===== src/rtl/snoop_pkg.sv =====
package snoop_pkg;
  typedef enum logic [1:0] {
    MS_IDLE  = 2'd0,
    MS_ADDR  = 2'd1,
    MS_DRAIN = 2'd2
  } mseq_e;

  typedef enum logic [1:0] {
    SN_IDLE = 2'd0,
    SN_LOOK = 2'd1,
    SN_REL  = 2'd2
  } snp_e;
endpackage


===== src/rtl/snp_master_seq.sv =====
module snp_master_seq
  import snoop_pkg::*;
#(
  parameter int ADDR_W = 16
) (
  input  logic              clk,
  input  logic              rst_n,
  input  logic              req_valid,
  input  logic [ADDR_W-1:0] req_addr,
  input  logic              all_rel,
  input  logic              all_idle,
  output logic              req_ready,
  output logic              bus_strobe,
  output logic [ADDR_W-1:0] bus_addr,
  output logic              addr_done
);
  mseq_e st;
  logic  accept;

  // Named events for the checker and for readability
  assign req_ready  = (st == MS_IDLE) && all_idle;
  assign accept     = req_valid && req_ready;
  assign bus_strobe = (st == MS_ADDR);
  assign addr_done  = (st == MS_ADDR) && all_rel;

  always_ff @(posedge clk or negedge rst_n) begin
    if (!rst_n) begin
      st       <= MS_IDLE;
      bus_addr <= '0;
    end else begin
      case (st)
        MS_IDLE: if (accept) begin
          st       <= MS_ADDR;
          bus_addr <= req_addr;
        end
        MS_ADDR:  if (all_rel)  st <= MS_DRAIN;
        MS_DRAIN: if (all_idle) st <= MS_IDLE;
        default:  st <= MS_IDLE;
      endcase
    end
  end
endmodule


===== src/rtl/snp_responder.sv =====
module snp_responder
  import snoop_pkg::*;
#(
  parameter int ADDR_W = 16,
  parameter int OFS_W  = 4,
  parameter int LAT_W  = 4,
  localparam int TAG_W = ADDR_W - OFS_W
) (
  input  logic              clk,
  input  logic              rst_n,
  input  logic              bus_strobe,
  input  logic [ADDR_W-1:0] bus_addr,
  input  logic [LAT_W-1:0]  lat,
  input  logic [TAG_W-1:0]  dir_tag,
  input  logic              dir_vld,
  output logic              rel,
  output logic              idle,
  output logic              hit
);
  localparam logic [LAT_W-1:0] ONE = LAT_W'(1);

  // Latency of zero is treated as a single-cycle lookup
  function automatic logic [LAT_W-1:0] eff_lat(input logic [LAT_W-1:0] l);
    return (l == '0) ? ONE : l;
  endfunction

  function automatic logic tag_match(input logic [ADDR_W-1:0] a,
                                     input logic [TAG_W-1:0]  t,
                                     input logic              v);
    return v && (a[ADDR_W-1:OFS_W] == t);
  endfunction

  snp_e             st;
  logic [LAT_W-1:0] cnt;
  logic [LAT_W-1:0] lat_e;
  logic             look_end;

  assign lat_e    = eff_lat(lat);
  assign look_end = (st == SN_LOOK) && (cnt == ONE);
  assign idle     = (st == SN_IDLE);
  // Release is withheld from the first strobe cycle seen in idle
  assign rel      = (st == SN_REL) || ((st == SN_IDLE) && !bus_strobe);

  always_ff @(posedge clk or negedge rst_n) begin
    if (!rst_n) begin
      st  <= SN_IDLE;
      cnt <= '0;
      hit <= 1'b0;
    end else begin
      case (st)
        SN_IDLE: if (bus_strobe) begin
          if (lat_e == ONE) begin
            st  <= SN_REL;
            hit <= tag_match(bus_addr, dir_tag, dir_vld);
          end else begin
            st  <= SN_LOOK;
            cnt <= lat_e - ONE;
          end
        end
        SN_LOOK: if (look_end) begin
          st  <= SN_REL;
          hit <= tag_match(bus_addr, dir_tag, dir_vld);
        end else begin
          cnt <= cnt - ONE;
        end
        SN_REL:  if (!bus_strobe) st <= SN_IDLE;
        default: st <= SN_IDLE;
      endcase
    end
  end
endmodule


===== src/rtl/snp_release_and.sv =====
module snp_release_and #(
  parameter int N_SNOOP = 4
) (
  input  logic [N_SNOOP-1:0] rel_bits,
  input  logic [N_SNOOP-1:0] idle_bits,
  output logic               all_rel,
  output logic               all_idle
);
  // Wired-AND of the active-low release line, modelled positively
  assign all_rel  = &rel_bits;
  assign all_idle = &idle_bits;
endmodule


===== src/rtl/snoop_addr_phase.sv =====
module snoop_addr_phase #(
  parameter int ADDR_W  = 16,
  parameter int OFS_W   = 4,
  parameter int LAT_W   = 4,
  parameter int N_SNOOP = 4,
  localparam int TAG_W  = ADDR_W - OFS_W
) (
  input  logic                     clk,
  input  logic                     rst_n,
  input  logic                     req_valid,
  input  logic [ADDR_W-1:0]        req_addr,
  output logic                     req_ready,
  input  logic [N_SNOOP*LAT_W-1:0] snoop_lat,
  input  logic [N_SNOOP*TAG_W-1:0] dir_tag,
  input  logic [N_SNOOP-1:0]       dir_vld,
  output logic                     bus_strobe,
  output logic [ADDR_W-1:0]        bus_addr,
  output logic [N_SNOOP-1:0]       rel_bits,
  output logic                     addr_done,
  output logic [N_SNOOP-1:0]       hit_vec
);
  logic [N_SNOOP-1:0] idle_bits;
  logic               all_rel;
  logic               all_idle;

  snp_master_seq #(.ADDR_W(ADDR_W)) u_seq (
    .clk        (clk),
    .rst_n      (rst_n),
    .req_valid  (req_valid),
    .req_addr   (req_addr),
    .all_rel    (all_rel),
    .all_idle   (all_idle),
    .req_ready  (req_ready),
    .bus_strobe (bus_strobe),
    .bus_addr   (bus_addr),
    .addr_done  (addr_done)
  );

  for (genvar i = 0; i < N_SNOOP; i++) begin : g_snp
    snp_responder #(
      .ADDR_W (ADDR_W),
      .OFS_W  (OFS_W),
      .LAT_W  (LAT_W)
    ) u_rsp (
      .clk        (clk),
      .rst_n      (rst_n),
      .bus_strobe (bus_strobe),
      .bus_addr   (bus_addr),
      .lat        (snoop_lat[i*LAT_W +: LAT_W]),
      .dir_tag    (dir_tag[i*TAG_W +: TAG_W]),
      .dir_vld    (dir_vld[i]),
      .rel        (rel_bits[i]),
      .idle       (idle_bits[i]),
      .hit        (hit_vec[i])
    );
  end

  snp_release_and #(.N_SNOOP(N_SNOOP)) u_and (
    .rel_bits  (rel_bits),
    .idle_bits (idle_bits),
    .all_rel   (all_rel),
    .all_idle  (all_idle)
  );
endmodule


===== config.mk =====
export PLATFORM = sky130hd
export DESIGN_NAME = snoop_addr_phase
export DESIGN_NICKNAME = d
export VERILOG_FILES = /design/src/rtl/snoop_pkg.sv /design/src/rtl/snp_master_seq.sv /design/src/rtl/snp_responder.sv /design/src/rtl/snp_release_and.sv /design/src/rtl/snoop_addr_phase.sv
export SDC_FILE = /design/constraint.sdc
export NUM_CORES = 1
export LEC_CHECK = 0
export BUFFER_PORTS_ARGS = -buffer_cell sky130_fd_sc_hd__buf_2
export CORE_UTILIZATION = 40
export DETAILED_ROUTE_END_ITERATION = 8
export PLACE_DENSITY = 0.63
export RECOVER_POWER = 25
export SLEW_MARGIN = 20
export SYNTH_ARGS = -nofsm -noshare
export SYNTH_HDL_FRONTEND = slang
export SYNTH_SLANG_ARGS = --single-unit
export TNS_END_PERCENT = 50

===== constraint.sdc =====
create_clock -name clk -period 2.1 [get_ports clk]
set_input_delay 0.42 -clock clk [delete_from_list [all_inputs] [get_ports clk]]
set_output_delay 0.42 -clock clk [all_outputs]
set_load 0.05 [all_outputs]

# Word level (Yosys, flattened, before mapping)
# Index checks and enable logic that the tools add are counted.
[totals] ff_bits=46 latchBits=0 mem_bits_rw=0 mem_bits_ro=0 wordCells=177 n_memories=0
[op_classes] n_addsub=8 n_mul=0 div_mod_pow=0 order_cmp=0 eq_ne=49 shifts=0 mux=57 bitwise=0 n_reduce_logical=49
[op_table] op="2-to-1 mux 4 bit" n=16
[op_table] op="equality test 12 bit" n=4
[op_table] op="inequality test 2 bit, second input constant" n=20
[op_table] op="AND reduction 4 bit" n=10
[op_table] op="equality test 4 x 1 -> 1 bit, second input constant" n=8
[op_table] op="2-to-1 mux 2 bit" n=16
[op_table] op="one-hot mux 4 bit (2 select lines)" n=4
[op_table] op="subtractor 4 x 1 -> 4 bit, second input constant" n=8
[op_table] op="one-hot mux 2 bit (3 select lines)" n=5
[op_table] op="logical NOT 4 bit" n=4
[op_table] op="logical AND 1 bit" n=15
[op_table] op="AND reduction 3 bit" n=5
[op_table] op="inequality test 2 x 1 -> 1 bit, second input constant" n=7
[op_table] op="2-to-1 mux 1 bit" n=12
[op_table] op="equality test 2 x 1 -> 1 bit, second input constant" n=5
[op_table] op="equality test 2 bit, second input constant" n=5
[op_table] op="logical NOT 2 bit" n=5
[op_table] op="one-hot mux 1 bit (2 select lines)" n=4
[op_table] op="nonzero test 2 bit" n=4
[op_table] op="logical OR 1 bit" n=4
[op_table] op="AND reduction 2 bit" n=1
[op_table] op="logical NOT 1 bit" n=1

# Depth between registers and ports, before layout
# Gate-level depths: netlist of run 1.
[depth] word_depth=7 depth_mapped=8 depth_no_buf=8

# Hierarchy
# Synthesis of run 1 repeated with hierarchy kept, for this count alone.
[unflattened] cells_unflattened=327 hier_area_um2=3228.1
[by_module_without_submodules] mod="snp_responder" n_inst=4 cells_each=70 area_each_um2=611.8
[by_module_without_submodules] mod="snp_master_seq" n_inst=1 cells_each=45 area_each_um2=763.2
[by_module_without_submodules] mod="snp_release_and" n_inst=1 cells_each=2 area_each_um2=17.5

# Worst setup path after synthesis of run 1
# No wires, ideal clock.
[synth_timing] path_kind="input to register" startpoint="in snoop_lat[14]" endpoint="reg g_snp[3].u_rsp.hit" setup_time_ps=125 arrival_time_ps=2202 required_ps=1975 slack_ps=-226 path_stages=8 path_buffers=0 cell_sequence="nor3_1 nor2_1 inv_1 ha_1 or3b_2 or3_1 a21oi_1 mux2_2"
[synth_via] elab_chain_len=5
[synth_lines] item="from (decl)" line="snoop_addr_phase.sv:13" text="input logic [N_SNOOP*LAT_W-1:0] snoop_lat,"
[synth_lines] item="logical NOT 4 bit" line="snp_responder.sv:24" text="return (l == '0) ? ONE : l;"
[synth_lines] item="2-to-1 mux 4 bit (*)" line="snp_responder.sv:24"
[synth_lines] item="equality test 4 x 1 -> 1 bit (*)" line="snp_responder.sv:52" text="if (lat_e == ONE) begin"
[synth_lines] item="inequality test 2 bit (no source line) (*)"
[synth_lines] item="AND reduction 4 bit (no source line) (*)"
[synth_lines] item="to (signal assigned)" line="snp_responder.sv:54" text="hit <= tag_match(bus_addr, dir_tag, dir_vld);"
[synth_lines] item="to (signal assigned)" line="snp_responder.sv:62" text="hit <= tag_match(bus_addr, dir_tag, dir_vld);"
[synth_lines] item="to (decl)" line="snp_responder.sv:18" text="output logic hit"
# Every way passes the cells marked *; elsewhere a longest branch is shown, timed or not.
# A chain may end at the register's enable or synchronous reset.

# Final worst setup path of run 1
[layout_timing] startpoint="in snoop_lat[15]" endpoint="reg g_snp[3].u_rsp.hit"
# The elaborated chain is that of the path after synthesis.

==> results of run 1 <==
[flip-flops by register name (all words and copies together) (netlist names)]
signal,flops
g_snp.u_rsp.cnt,16
g_snp.u_rsp.hit,4
g_snp.u_rsp.st,8
u_seq.bus_addr,16
u_seq.st,2
[worst max-delay path: cells and delay by family]
kind | cells | cell delay (ns)
AOI/OAI and AO/OA | 1 | 0.16
muxes | 1 | 0.34
buffers and inverters | 2 | 0.18
and+or+nand+nor | 4 | 1.00
adders and majority gates | 1 | 0.14
[cell type report]
class                      instances  area [um2]  share of cell area
timing repair buffer             139       774.5              0.1851
sequential                        46        1151              0.2751
tap                              102       127.6             0.03050
clock buffer                       6       72.57             0.01734
multi-input combinational        247        1946              0.4650
clock inverter                     2       37.54            0.008971
inverter                          20       75.07             0.01794
[logic make-up (layout without fill, tap and decap cells)]
kind of cell,Yosys count,after routing,share of synthesized area
xor+xnor,50,50,0.1318
flops,46,46,0.3465
mux,24,24,0.09228
simple gates,99,99,0.1778
fa+ha+maj,10,10,0.03766
buf+inv,50,167,0.07533
compound gates,64,64,0.1386
[how the worst max path moves through the flow]
stage	startpoint	end	slack (ns)	cells past startpoint
detailed placement	snoop_lat[14]	g_snp[3].u_rsp.hit	-0.39	9
global route	snoop_lat[15]	g_snp[3].u_rsp.hit	0.003	9
floorplan	snoop_lat[14]	g_snp[3].u_rsp.hit	-0.16	8
finish	snoop_lat[15]	g_snp[3].u_rsp.hit	0.06	9
CTS	g_snp[0].u_rsp.st[0]	addr_done	0.03	5
global placement	snoop_lat[14]	g_snp[3].u_rsp.hit	-0.33	9
[power breakdown]
part / internal (mW) / leakage (nW) / switching (mW)
Combinational: 1.53 / 1.31 / 1.92
Clock: 0.355 / 0.0514 / 0.302
Sequential: 1.28 / 0.561 / 0.568
[per-layer routing]
metal  track usage  vias up  wire length [um]
li1              -     1429                 -
met1        0.2355     1350              3518
met2        0.3474      101              3978
met3       0.03984       10               459
met4       0.05769        0               125
met5             0        -                 0
[through the flow]
step / cells / TNS (ns) / hold WS (ns) / total power, mW
2_1_floorplan: 343 / -0.1918 / 0.1244 / 4.472
3_3_place_gp: 553 / -0.5032 / 0.4207 / 5.261
3_5_place_dp: 553 / -0.8601 / 0.4121 / 5.338
4_1_cts: 562 / 0 / 0.08307 / 6.013
5_1_grt: 562 / 0 / 0.3368 / 6.402
6_report: 562 / 0 / 0.3105 / 5.946
[timing repair]
item,CTS,global route
setup buffers,1,0
pin swaps,2,1
setup endpoints to repair,1,2
resized for setup,1,5
[cells in the mapped netlist (3+ instances only)]
cell type,n
xnor2_1,49
dfrtp_1,46
inv_1,19
nor2_1,19
clkbuf_1,13
mux2_2,13
nand2_1,13
a21oi_1,12
nor3_1,12
o21ai_0,12
ha_1,10
mux2_4,10
nand4_1,10
buf_4,9
or3_1,7
buf_2,5
nand3_1,5
nor2b_1,5
a211oi_1,4
nand2b_1,4
nor3b_1,4
nor4_1,4
a31oi_1,3
buf_6,3
o2bb2ai_1,3
o31ai_1,3
or3b_2,3
==> summary.md, run 1 <==
| Metric | Value |
|---|---|
| DRT Wirelength | 8081 um |
| Initial antenna violation count | 0 |
| Worst path arrival time | 2.22 ns |
| Commonest non-fill, non-tap cell in the layout | buf_2 |
| Vias in the first global route | 2783 |
| Share of layout cells above drive strength 1 | 0.4043 |
| CTS tree | yes |
| Gpl congestion | 0.8581 |
| Cts bufs inserted | 5 |
| Worst-Skew Late Latency | 0.30 ns |
| Initial Utilization | 0.4212 |
| Max-slew violations | 0 |
| Synth async-reset ratio | 1.000 |
| RSZ-0062 raised after global routing | false |
| End of the worst register-to-register path | u_seq.bus_addr[12] |
| All-layer global routing usage | 0.1949 |
| H-tree levels | 2 |
| Syn Inst Count | 343 |
| EDFF count, synth | 0 |
| FP Rows | 32 |
| Clock slew at reported path FFs | 0.08 ns |
| CTS hold repair buffers | 0 |
| Netlist Area Pre-Place | 0.003322 mm2 |
| PwrDens | 1421 mW/mm2 |
| Fin nets | 556 |
| Syn. warnings | 0 |
| R2r setup slk | 0.29 ns |
| Max cap viols | 0 |
| Final worst slack | 0.06373 ns |
| Total core area | 0.007888 mm2 |
| Main synth FF type | dfrtp_1 |
| Final instance area | 0.004184 mm2 |
| Global-route wire length before repair | 13120 um |
| Via count | 2890 |
| CTS Buffer Depth | 2 |
| IO buf count | 113 |
| Status | finished, final reports clean |
| Post-DP Area | 0.004054 mm2 |
| Largest net degree at the start of global routing | 22 |
| IO Pins | 114 |
| Overflow left after global routing | 0 |
| Root Driver | clkbuf_8 |
| Synth Net Count | 440 |
| Depth of the worst register-to-register path | 5 |
| Vias/cell | 5.142 |
| LEAKAGE | 1.926 nW |
| Critical Path Max Stage Delay | 0.39 ns |
| Die H | 93.13 um |
| Max frequency | 491.1 MHz |
| Dpl ws | -0.3851 ns |
| Area grow syn2layout | 25.95% |
| Slew HR | 0.2559 |
| Post-route ant nets | 0 |
| CP cell instances | buf_2, nor3_4, nor2_1, inv_1, ha_1, or3b_4, or3_1, a21oi_2, mux2_2 |
| Number of synthesized register bits | 46 |
| Final Hold Fails | 0 |
| Antenna Cells | 0 |
| Post-DP HPWL | 6648 um |
| WL per Instance | 14.38 um |
| Synth area leader | dfrtp_1 |
| Worst Max-Slew Pin Slew | 1.116 ns |
| Crit end category | register |
| Die width | 93.13 um |
| # setup viols final | 0 |
| Netlist cell types | 61 |
| DRC violations left | 0 |
| Sequential share of the synthesized area | 0.3465 |
| Filler Cell Count | 755 |
| Critical path class | in -> reg |
| Period Utilization, post-route | 0.9697 |
| DRT Pass-1 Iters | 4 |
| Synth Area per Inst | 9.685 um2 |
| Clock Sinks | 46 |
| Post-synth top area share | 0.3465 |
| Hold Path Class | in -> async |
| Clock skew | 0.008483 ns |
| Crit Reg-Reg Startpoint | g_snp[2].u_rsp.st[0] |
| Crit path required time | 2.29 ns |
| Area contributors post-synth | dfrtp_1, xnor2_1, mux2_4, mux2_2, ha_1 |
| Die Area | 0.008673 mm2 |
| 1st-iter DRT viols | 68 |
| CP max stage cell | or3b_4 |
| Most frequent cells in the layout | buf_2, xnor2_1, dfrtp_1 |
| Fin crit period | 2.036 ns |
| Maximum vdd drop | 0.8551 mV |
| Critical path fanouts, max | 3 |
| Layout Utilization | 0.5305 |
| CP Launch Type | primary input |
No activity file was read; power rests on OpenSTA's default activity.
==> run 2: changes to the inputs <==
--- a/config.mk
+++ b/config.mk
@@ -13,5 +13,6 @@
 export SLEW_MARGIN = 20
 export SYNTH_ARGS = -nofsm -noshare
 export SYNTH_HDL_FRONTEND = slang
+export SYNTH_HIERARCHICAL = 1
 export SYNTH_SLANG_ARGS = --single-unit
 export TNS_END_PERCENT = 50
==> run 2 against run 1 <==
  * Clock power increased by 20%
  * Via count down 0.83%
  * Die area fell by 2.8%
  * Flip-flop and latch count is the same
  * Critical path depth shrank 4
  * Non-clock buffer count decreased by 6
  * Synthesized cell count is 4.7% lower
  * Critical path type is now reg -> out
==> summary.md, run 2 <==
| Metric | Value |
|---|---|
| Critical path class | reg -> out |
| Hold Path Class | in -> async |
| Cts bufs inserted | 5 (unchanged) |
| Fin crit period | 2.011 ns (-0.02499 ns) |
| Final worst slack | 0.08873 ns (+0.02499 ns) |
| Die width | 91.84 um (-1.4%) |
| Area contributors post-synth | dfrtp_1, xnor2_1, ha_1, mux2_4, o221a_1 |
| Critical path fanouts, max | 8 (+5) |
| Slew HR | 0.2077 (-0.04824) |
| Post-synth top area share | 0.3566 (+0.01007) |
| # setup viols final | 0 (unchanged) |
| Commonest non-fill, non-tap cell in the layout | buf_2 |
| Synth async-reset ratio | 1.000 (unchanged) |
| Final Hold Fails | 0 (unchanged) |
| Clock Sinks | 46 (unchanged) |
| Syn. warnings | 6 (+6) |
| CTS Buffer Depth | 2 (unchanged) |
| Root Driver | clkbuf_8 |
| Most frequent cells in the layout | buf_2, xnor2_1, dfrtp_1 |
| WL per Instance | 14.45 um (+0.48%) |
| Dpl ws | 0.1391 ns (+0.5242 ns) |
| PwrDens | 1450 mW/mm2 (+2.0%) |
| Sequential share of the synthesized area | 0.3566 (+0.01007) |
| Clock skew | 0.007952 ns (-0.0005312 ns) |
| RSZ-0062 raised after global routing | true |
| Synth Net Count | 426 (-3.2%) |
| Area grow syn2layout | 30.08% |
| Crit path required time | 1.68 ns (-0.61 ns) |
| Fin nets | 556 (unchanged) |
| FP Rows | 32 (unchanged) |
| Netlist cell types | 38 (-38%) |
| Syn Inst Count | 327 (-4.7%) |
| Hold_ws | 0.3536 ns (+0.04303 ns) |
| Crit end category | primary output |
| Final instance area | 0.004199 mm2 (+0.36%) |
| Global-route wire length before repair | 13300 um (+1.3%) |
| CP max stage cell | dfrtp_1 |
| Vias in the first global route | 2865 (+2.9%) |
| CTS hold repair buffers | 0 (unchanged) |
| Total core area | 0.007767 mm2 (-1.5%) |
| Die Area | 0.008434 mm2 (-2.8%) |
| Final setup TNS | 0 ns (unchanged) |
| Worst-Skew Late Latency | 0.29 ns (about the same) |
| Worst path arrival time | 1.59 ns (-0.63 ns) |
| DRT Wirelength | 8091 um (+0.12%) |
| Antenna Cells | 0 (unchanged) |
| Initial antenna violation count | 0 (unchanged) |
| Overflow left after global routing | 0 (unchanged) |
| Synth area leader | dfrtp_1 |
| LEAKAGE | 1.930 nW (+0.21%) |
| DRC violations left | 0 (unchanged) |
| Max frequency | 497.2 MHz (+1.2%) |
| Max cap viols | 0 (unchanged) |
| Initial Utilization | 0.4156 (-0.005568) |
| Vias/cell | 5.118 (-0.48%) |
| Gpl congestion | 0.8811 (+2.7%) |
| All-layer global routing usage | 0.1988 (+0.003908) |
| IO buf count | 113 (unchanged) |
| Max-slew violations | 0 (unchanged) |
| Maximum vdd drop | 0.9507 mV (+11%) |
| Worst Max-Slew Pin Slew | 1.188 ns (+0.07237 ns) |
| Number of synthesized register bits | 46 (unchanged) |
| CP cell instances | nor2b_4, a21oi_2, and4_4, and2_1, buf_6 |
| Most frequent cells after synthesis | xnor2_1, dfrtp_1, nor2_1, inv_1, nand2_1 |
| Critical Path Max Stage Delay | 0.39 ns (about the same) |
| EDFF count, synth | 0 (unchanged) |
| Post-DP HPWL | 6598 um (-0.77%) |
| Post-route ant nets | 0 (unchanged) |
| CP Launch Type | register |
| Netlist Area Pre-Place | 0.003228 mm2 (-2.8%) |
| Count leader, synth | xnor2_1 |
| Largest regs | g_snp.u_rsp/cnt (16), u_seq/bus_addr (16), g_snp.u_rsp/st (8) |
| Largest net degree at the start of global routing | 23 (+4.5%) |
| CTS tree | yes |
| H-tree levels | 2 (unchanged) |
| Period Utilization, post-route | 0.9577 (-0.01190) |
| R2r setup slk | 0.18 ns (-0.11 ns) |
| Post-DP Area | 0.003988 mm2 (-1.6%) |
| 1st-iter DRT viols | 101 (+49%) |
| Clock slew at reported path FFs | 0.08 ns (about the same) |
| Die H | 91.84 um (-1.4%) |
| IO Pins | 114 (unchanged) |
| Main synth FF type | dfrtp_1 |
| Status | finished, final reports clean |
| DRT Pass-1 Iters | 4 (unchanged) |
| Via count | 2866 (-0.83%) |
| Synth Area per Inst | 9.872 um2 (+1.9%) |
| Share of layout cells above drive strength 1 | 0.3734 (-0.03099) |
## run 2: changes by cell type after synthesis, moves of 5 or more
cell,before,now
mux2_2,13,6
buf_2,5,0
o221a_1,0,8
clkbuf_1,13,4
buf_4,9,1
nand3_1,5,12
nand2b_1,4,9
mux2i_1,1,8
## run 2: cells by family (layout without fill, tap and decap cells)
family,Yosys count,in the layout,synth area share
compound gates,50,50,0.1097
xor+xnor,52,52,0.1411
fa+ha+maj,12,12,0.04651
buf+inv,26,157,0.04574
flops,46,46,0.3566
mux,28,28,0.1062
simple gates,113,113,0.1942
## run 2: worst max-delay path: cells and delay by family (launching register included)
family / cells / cell delay, ns
simple gates: 3 / 0.57
flops: 1 / 0.39
compound gates: 1 / 0.19
buf+inv: 1 / 0.16
## run 2: layer usage
metal  GRT usage  up-vias  part of all wire
met5           0        -                 0
met4     0.05208        0             0.015
met3     0.03897       12             0.052
met2      0.3615      101              0.51
met1      0.2391     1340              0.42
li1            -     1413                 -
## run 2: repair_timing
item                                    CTS  global route
gates resized for setup                   4             6
pin swaps                                 0             0
endpoints found under the setup margin    2             3
gates cloned                              0             0
buffers inserted                          4             2
## run 2: worst paths after layout
check | from | end | cells past startpoint
max in group asynchronous | rst_n | u_seq/bus_addr[14] | 2
hold reg to reg | g_snp[1].u_rsp/hit | g_snp[1].u_rsp/hit | 1
setup / recovery | u_seq/st[0] | addr_done | 5
hold / removal | rst_n | u_seq/bus_addr[6] | 1
min in group clk | req_addr[8] | u_seq/bus_addr[8] | 2
setup reg to reg | g_snp[2].u_rsp/st[1] | u_seq/bus_addr[1] | 5
## run 2: metrics by stage
step                  util  power (mW)  cells
finish              0.5406       6.088    560
global route        0.5406       6.499    560
CTS                 0.5369       6.080    558
detailed placement  0.5134       5.213    546
global placement    0.5134       5.148    546
floorplan                -       4.403    327
## run 2: cell type report
class	instances	area (um2)
clock buffer	6	82.58
clock inverter	2	60.06
fill	709	3568
inverter	16	60.06
multi-input combinational	255	1981
sequential	46	1152
tap	102	127.6
timing repair buffer	133	735.7
## run 2: power by group
group | internal (mW) | total (mW) | switching (mW)
clock | 0.507 | 0.786 | 0.279
combinational | 1.57 | 3.52 | 1.95
sequential | 1.27 | 1.78 | 0.514
